===== config.mk =====
export PLATFORM = sky130hd
export DESIGN_NAME = stepper_port_ctl
export DESIGN_NICKNAME = d
export VERILOG_FILES = /design/src/rtl/stepper_port_pkg.sv /design/src/rtl/stepper_phase_decode.sv /design/src/rtl/led_toggle_detect.sv /design/src/rtl/stepper_port_ctl.sv
export SDC_FILE = /design/constraint.sdc
export NUM_CORES = 1
export LEC_CHECK = 0
export ABC_CLOCK_PERIOD_IN_PS = 1000
export BUFFER_PORTS_ARGS = -buffer_cell sky130_fd_sc_hd__buf_2
export CELL_PAD_IN_SITES_DETAIL_PLACEMENT = 1
export CELL_PAD_IN_SITES_GLOBAL_PLACEMENT = 1
export CORE_MARGIN = 10
export CORE_UTILIZATION = 25
export CTS_BUF_LIST = sky130_fd_sc_hd__clkbuf_8
export DETAILED_ROUTE_END_ITERATION = 6
export PLACE_DENSITY = 0.64
export SLEW_MARGIN = 20
export SYNTH_ARGS = -nofsm -noshare
export SYNTH_HDL_FRONTEND = slang
export SYNTH_SLANG_ARGS = --single-unit

===== constraint.sdc =====
create_clock -name clk -period 1 [get_ports clk]
set_input_delay 0.15 -clock clk [delete_from_list [all_inputs] [get_ports clk]]
set_output_delay 0.15 -clock clk [all_outputs]
set_load 0.02 [all_outputs]

===== src/rtl/stepper_port_pkg.sv =====
package stepper_port_pkg;

  typedef enum logic [1:0] {
    DIR_NONE = 2'd0,
    DIR_OUT  = 2'd1,
    DIR_IN   = 2'd2
  } head_dir_e;

  // Old phase one ahead of new: outward. Old phase one behind new: inward.
  function automatic head_dir_e phase_dir(input logic [1:0] held, input logic [1:0] next);
    logic [1:0] next_up;
    logic [1:0] next_dn;
    next_up = next + 2'd1;
    next_dn = next - 2'd1;
    if (held == next_up)      phase_dir = DIR_OUT;
    else if (held == next_dn) phase_dir = DIR_IN;
    else                      phase_dir = DIR_NONE;
  endfunction

endpackage


===== src/rtl/stepper_phase_decode.sv =====
module stepper_phase_decode
  import stepper_port_pkg::*;
#(
  parameter int PH_W = 2
) (
  input  logic [PH_W-1:0] held_ph,
  input  logic [PH_W-1:0] next_ph,
  output logic            hit_out,
  output logic            hit_in
);
  head_dir_e dir;

  generate
    if (PH_W == 2) begin : g_four_phase
      always_comb dir = phase_dir(held_ph, next_ph);
    end else begin : g_wide_phase
      always_comb begin
        if (held_ph == next_ph + PH_W'(1))      dir = DIR_OUT;
        else if (held_ph == next_ph - PH_W'(1)) dir = DIR_IN;
        else                                    dir = DIR_NONE;
      end
    end
  endgenerate

  assign hit_out = (dir == DIR_OUT);
  assign hit_in  = (dir == DIR_IN);
endmodule


===== src/rtl/led_toggle_detect.sv =====
module led_toggle_detect (
  input  logic wr_en,
  input  logic held_bit,
  input  logic next_bit,
  output logic toggled
);
  assign toggled = wr_en & (held_bit ^ next_bit);
endmodule


===== src/rtl/stepper_port_ctl.sv =====
module stepper_port_ctl #(
  parameter int DW       = 8,
  parameter int PH_LSB   = 0,
  parameter int PH_W     = 2,
  parameter int LED_BIT  = 3,
  parameter int ZERO_BIT = 4
) (
  input  logic          clk,
  input  logic          rst,
  input  logic          wr_en,
  input  logic [DW-1:0] wr_data,
  output logic [DW-1:0] port_q,
  output logic          step_in,
  output logic          step_out,
  output logic          led_level,
  output logic          led_strobe
);
  localparam logic [DW-1:0] KEEP_MASK = ~(DW'(1) << ZERO_BIT);

  logic hit_out, hit_in, led_flip;

  stepper_phase_decode #(.PH_W(PH_W)) u_phase (
    .held_ph (port_q[PH_LSB +: PH_W]),
    .next_ph (wr_data[PH_LSB +: PH_W]),
    .hit_out (hit_out),
    .hit_in  (hit_in)
  );

  led_toggle_detect u_led (
    .wr_en    (wr_en),
    .held_bit (port_q[LED_BIT]),
    .next_bit (wr_data[LED_BIT]),
    .toggled  (led_flip)
  );

  always_ff @(posedge clk) begin
    if (rst) begin
      port_q     <= '0;
      step_in    <= 1'b0;
      step_out   <= 1'b0;
      led_strobe <= 1'b0;
    end else begin
      step_in    <= wr_en & hit_in;
      step_out   <= wr_en & hit_out;
      led_strobe <= led_flip;
      if (wr_en) port_q <= wr_data & KEEP_MASK;
    end
  end

  assign led_level = port_q[LED_BIT];
endmodule


==> metrics, run 1 <==
FF+latch area 201 µm²; CTS Root Cell clkbuf_8; RePlAce Congestion 0.591; Synth cell types 10; RSZ-0062 raised after global routing yes; Antenna Cells 0; Syn Nets 47; CTS Buffer Depth 2; TritonCTS clock tree built; first drt pass iteration count 1; Place WS -0.0202 ns; status complete, but fails checks; grt ovf 0; Starting Density 0.265; CP Launch Type register; remaining antenna violation count after routing 0; final hold slack 0.154 ns; nets 73; DP HPWL 809 µm; CTS buffer count 3; Cell Area, Synth 404 µm²; Wirelength per Cell 12.7 µm; commonest cells after routing, fill and taps aside 19 x buf_2, 9 x mux2i_1, 9 x dfxtp_1; Hold Vio Cnt, Final 0; setup ws final -0.0218 ns; fmax 979 MHz; vias 329; first-pass GRT wire length 1580 µm; number of H-tree levels 1; final setup fails 2; Multi-input gate area 173 µm²; r2r setup slk -0.02 ns; synthesis-to-layout area growth 46.7%; Seq/Total Area, Yosys 0.495; # DRC 0; post-DR vias/cell 4.27; Mapped Cells 36; setup TNS -0.0368 ns; failing checks negative setup slack; flops & latches, synth 10; io pins 23; clock insertion delay at the later pin of the skew report 0.23 ns; Leak Pwr 0.000312 µW; hold_buf cts 0; PortBufs 20; clk sinks 10; final core occ 0.389; DIE AREA 3620 µm²; Tmin final 1.02 ns; HP Class in -> reg; worst clock skew 0.000259 ns; Die X 60.2 µm; Yosys Warn Count 0; layout cells sized above 1 0.508; Arr. time, crit path 1.19 ns; Worst IR Drop VDD 1.01 mV; largest net degree at the start of global routing 7; vias in the first global route 329; Vert. Die Dim 60.2 µm; Tcrit/Tclk final 1.02; most common cell after layout, fill and taps aside buf_2; Max Slew Vio Count 0; Global Route Usage Sum 0.0579; Setup CP Type reg -> reg; initial antenna violation count 0; max_cap viols 0; CP required 1.16 ns; Setup Fix Bufs, Post-CTS 0; crit path capture type register; clock-pin slew on the worst setup and hold paths 0.05 ns; Iter 0 DRT Violations 0; core area 1520 µm²; total wire length 976 µm; Worst Path Max Fanout 3; Syn Area/Cell 11.2 µm²; std cell rows 14; Fillers 181; pwr/cell area 1850 nW/µm²
[area by class of cell]
class	instances	area share
flip-flops and latches	10	0.340
multi-input cells	22	0.291
well taps	16	0.0338
repair buffers	25	0.243
clock buffers	4	0.0928
[power by group]
| group | switching, µW | leakage [µW] | total, µW | internal [µW] |
|---|---|---|---|---|
| registers | 10.9 | 0.0000827 | 433 | 422 |
| clock network | 162 | 0.0000288 | 508 | 346 |
| logic | 83.3 | 0.000200 | 158 | 74.5 |
[kinds of logic after synthesis]
| group | Yosys count | synth area share |
|---|---|---|
| xor+xnor | 2 | 0.0434 |
| buf+inv | 4 | 0.0774 |
| flops | 10 | 0.495 |
| mux | 9 | 0.223 |
| other cells | 1 | 0.00928 |
| simple gates | 10 | 0.152 |
[routing by layer]
| layer | GRT usage | wire [µm] |
|---|---|---|
| met5 | 0 | 0 |
| met4 | 0.0288 | 0 |
| met3 | 0.0445 | 142 |
| met2 | 0.0882 | 470 |
| met1 | 0.0560 | 364 |
[per-stage QoR]
step,cell area (µm²),cells,power (µW)
2_1_floorplan,405,36,541
3_3_place_gp,532,73,596
3_5_place_dp,532,73,599
4_1_cts,587,77,1110
5_1_grt,593,77,1160
6_report,593,77,1100
[critical path: stages (launching register included)]
cell and delay (ns):
dfxtp_2 0.32, or4bb_1 0.49, mux2i_1 0.14
[Yosys cell counts]
library cell,number,area [µm²]
or4bb_1,2,22.5
conb_1,1,3.75
xnor2_1,2,17.5
dfxtp_1,10,200
buf_6,1,11.3
nor3b_2,1,12.5
mux2i_1,9,90.1
clkbuf_2,1,5.00
nor2_1,7,26.3
buf_4,2,15.0
[registers in the layout, summed over array words and instances, names as in the netlist]
| name | cells |
|---|---|
| led_strobe | 1 |
| port_q | 7 |
| step_in | 1 |
| step_out | 1 |
[path summary, 6_finish.rpt]
kind / startpoint / end / cells after the start
min reg2reg: port_q[2] / port_q[2] / 2
max: port_q[0] / step_in / 2
min: wr_data[7] / port_q[7] / 3
max reg2reg: port_q[0] / step_in / 2
[repair_timing]
action / 4_1_cts / 5_1_grt
resized for setup: 0 / 2
setup endpoints to repair: 2 / 3
pin swaps: 0 / 0
(Power assumes the default switching activity.)
==> inputs of run 2 (changes only) <==
--- a/config.mk
+++ b/config.mk
@@ -5,16 +5,18 @@
 export SDC_FILE = /design/constraint.sdc
 export NUM_CORES = 1
 export LEC_CHECK = 0
+export ABC_AREA = 1
 export ABC_CLOCK_PERIOD_IN_PS = 1000
 export BUFFER_PORTS_ARGS = -buffer_cell sky130_fd_sc_hd__buf_2
 export CELL_PAD_IN_SITES_DETAIL_PLACEMENT = 1
 export CELL_PAD_IN_SITES_GLOBAL_PLACEMENT = 1
 export CORE_MARGIN = 10
-export CORE_UTILIZATION = 25
+export CORE_UTILIZATION = 27
 export CTS_BUF_LIST = sky130_fd_sc_hd__clkbuf_8
 export DETAILED_ROUTE_END_ITERATION = 6
-export PLACE_DENSITY = 0.64
+export PLACE_DENSITY = 0.71
 export SLEW_MARGIN = 20
 export SYNTH_ARGS = -nofsm -noshare
 export SYNTH_HDL_FRONTEND = slang
+export SYNTH_HIERARCHICAL = 1
 export SYNTH_SLANG_ARGS = --single-unit
==> run 2 against run 1 <==
The flow now finishes without violations. Maximum frequency is 11% higher. Sequential share of layout area is 2.3 points lower. Area after synthesis is 21% higher. Register-to-register slack better by 0.17 ns. First-iteration DRC count rose by 2. Via count rose by 46%. Critical path depth shrank 1. Clock-buffer cell count unchanged. Utilization down 1.8 points. Non-clock buffer count decreased by 5. Global-route usage grew 0.69 points. Largest cell class is now multi-input gates. Largest power group unchanged.
==> metrics, run 2 <==
RePlAce Congestion 0.737 (+25%); TritonCTS clock tree built; Syn Area/Cell 6.35 µm² (-43%); number of synthesized flops with an enable pin 0 (unchanged); grt ovf 0 (unchanged); Max Slew Vio Count 0 (unchanged); clk sinks 10 (unchanged); asr flop ratio synth 0 (unchanged); status completed; logic gate share of total power 0.164 (+0.020); DR top layer met3; met1 wire length 522 µm (+43%); Setup CP Type reg -> out; CP max-delay cell dfxtp_1; Yosys Warn Count 6 (+6); flops & latches, synth 10 (unchanged); Synth area leaders dfxtp_1 41%, nand2_1 18%, nor2_1 15%, inv_1 9.2%, buf_6 4.6%; Syn Nets 88 (+87%); PortBufs 20 (unchanged); Tmin final 0.924 ns (-0.0973 ns); max_cap viols 0 (unchanged); Seq/Total Area, Yosys 0.409 (-0.0861); sw frac 0.252 (+0.0196); crit-path max cell delay 0.36 ns (-0.13 ns); # DRC 0 (unchanged); CP Launch Type register; total wire length 1170 µm (+20%); CTS buffer count 3 (unchanged); top cell type's share of synthesized area 0.409 (-0.0861); std cell rows 15 (+1); Synth top cells by count 23 x nand2_1, 20 x nor2_1, 12 x inv_1; clock-pin slew on the worst setup and hold paths 0.05 ns (about the same); ys flop type dfxtp_1; clock insertion delay at the later pin of the skew report 0.23 ns (about the same); core area 1730 µm² (+13%); wire length on met3 122 µm (-14%); setup TNS 0 ns (+0.0368 ns); Synth area leader dfxtp_1; CTS Root Cell clkbuf_8; Antenna Cells 0 (unchanged); Setup Fix Bufs, Post-CTS 0 (unchanged); post-DR vias/cell 3.93 (-8.1%); Worst path top cell family by delay flip-flops; largest net degree at the start of global routing 18 (+11); remaining antenna violation count after routing 0 (unchanged); Vert. Die Dim 62.6 µm (+3.9%); max reg flops 7 (unchanged); Fillers 250 (+38%); io pins 23 (unchanged); synthesis-to-layout area growth 30.9%; Starting Density 0.283 (+0.0181); Worst IR Drop VDD 1.14 mV (+13%); first drt pass iteration count 2 (+1); HP Class in -> reg; Clock Power Share 0.443 (-0.019); DIE AREA 3910 µm² (+8.0%); Arr. time, crit path 0.77 ns (-0.42 ns); layout cells sized above 1 0.289 (-0.220); Synth cell types 11 (+1); vias 479 (+46%); Top reg by flops port_q; Global Route Usage Sum 0.0648 (+0.00688); crit path capture type primary output; number of H-tree levels 1 (unchanged); pwr/cell area 1750 nW/µm² (-5.5%); hold_buf cts 0 (unchanged); initial antenna violation count 0 (unchanged); nets 109 (+49%); Tcrit/Tclk final 0.924 (-0.0973); Hold Vio Cnt, Final 0 (unchanged); crit path cell chain buf_2; Worst Path Max Fanout 3 (unchanged); commonest cells after routing, fill and taps aside 23 x nand2_1, 20 x nor2_1, 20 x buf_2; Mapped Cells 77 (+110%); Reg power frac 0.394 (about the same); most common cell after layout, fill and taps aside nand2_1; NetSw 283 µW (+11%); first-pass GRT wire length 2140 µm (+35%); fmax 1080 MHz (+11%); vias in the first global route 514 (+56%); Cell Area, Synth 489 µm² (+21%); final setup fails 0 (-2); Power Internal 838 µW (-0.56%); RSZ-0062 raised after global routing no; post-cts sizing count 0 (unchanged); CP bufs+invs 1 (+1); Wirelength per Cell 9.60 µm (-24%); Leak Pwr 0.000378 µW (+21%); CTS Buffer Depth 2 (unchanged); CP required 0.85 ns (-0.31 ns); worst clock skew 0.00253 ns (+0.00227 ns); Iter 0 DRT Violations 2 (+2); count leader, synth nand2_1; final core occ 0.371 (-0.0181); Die X 62.6 µm (+3.9%); met2 WL 526 µm (+12%); DP HPWL 951 µm (+17%)
-- run 2: cell count changes in the layout (fill, tap and decap cells not counted), sizes merged, moves of 2 or more --
cell,before,now
buf,25,20
or4bb,2,0
inv,0,12
nand2,0,24
nor2,7,21
nand3,0,4
mux2i,9,0
-- run 2: layer usage --
layer  vias to the layer above  GRT usage
met5                         -          0
met4                         0     0.0251
met3                         0     0.0412
met2                        16      0.101
met1                       206     0.0683
li1                        257          -
-- run 2: logic make-up after synthesis --
group | Yosys count | synth area share
buffers and inverters | 16 | 0.169
and+or+nand+nor | 49 | 0.396
xor gates and xnor gates | 1 | 0.0179
other | 1 | 0.00767
DFF | 10 | 0.409
-- run 2: final cells by class --
cell class	instances	area, µm²	share of cell area
Tap cell	25	31.3	0.0488
Clock buffer	4	55.1	0.0859
Sequential cell	10	203	0.316
Multi-Input combinational cell	51	206	0.322
Timing Repair Buffer	20	100	0.156
Inverter	12	45.0	0.0703
-- run 2: final timing paths --
check                           cells after the start  slack, ns          to       from
worst max register to register                      6       0.15    step_out  port_q[1]
worst max-delay path                                1       0.08   port_q[0]  port_q[0]
worst min-delay path                                2       0.12  led_strobe        rst
worst min register to register                      2       0.47   port_q[6]  port_q[6]
-- run 2: through the flow --
stage	worst slack, ns	instances	power [µW]	area, µm²	hold WS (ns)
5_1_grt	0.0207	122	1190	641	0.134
3_5_place_dp	0.0961	118	635	583	0.363
2_1_floorplan	0.0714	77	581	489	0.221
6_report	0.0755	122	1120	641	0.122
3_3_place_gp	0.136	118	629	583	0.362
4_1_cts	0.0277	122	1140	638	0.117
-- run 2: power groups by stage --
| stage | Combinational (µW) | Sequential (µW) | Clock [µW] |
|---|---|---|---|
| 2_1_floorplan | 103 | 478 | 0 |
| 3_3_place_gp | 182 | 446 | 0 |
| 3_5_place_dp | 187 | 448 | 0 |
| 4_1_cts | 188 | 440 | 516 |
| 5_1_grt | 212 | 445 | 536 |
| 6_report | 183 | 441 | 496 |
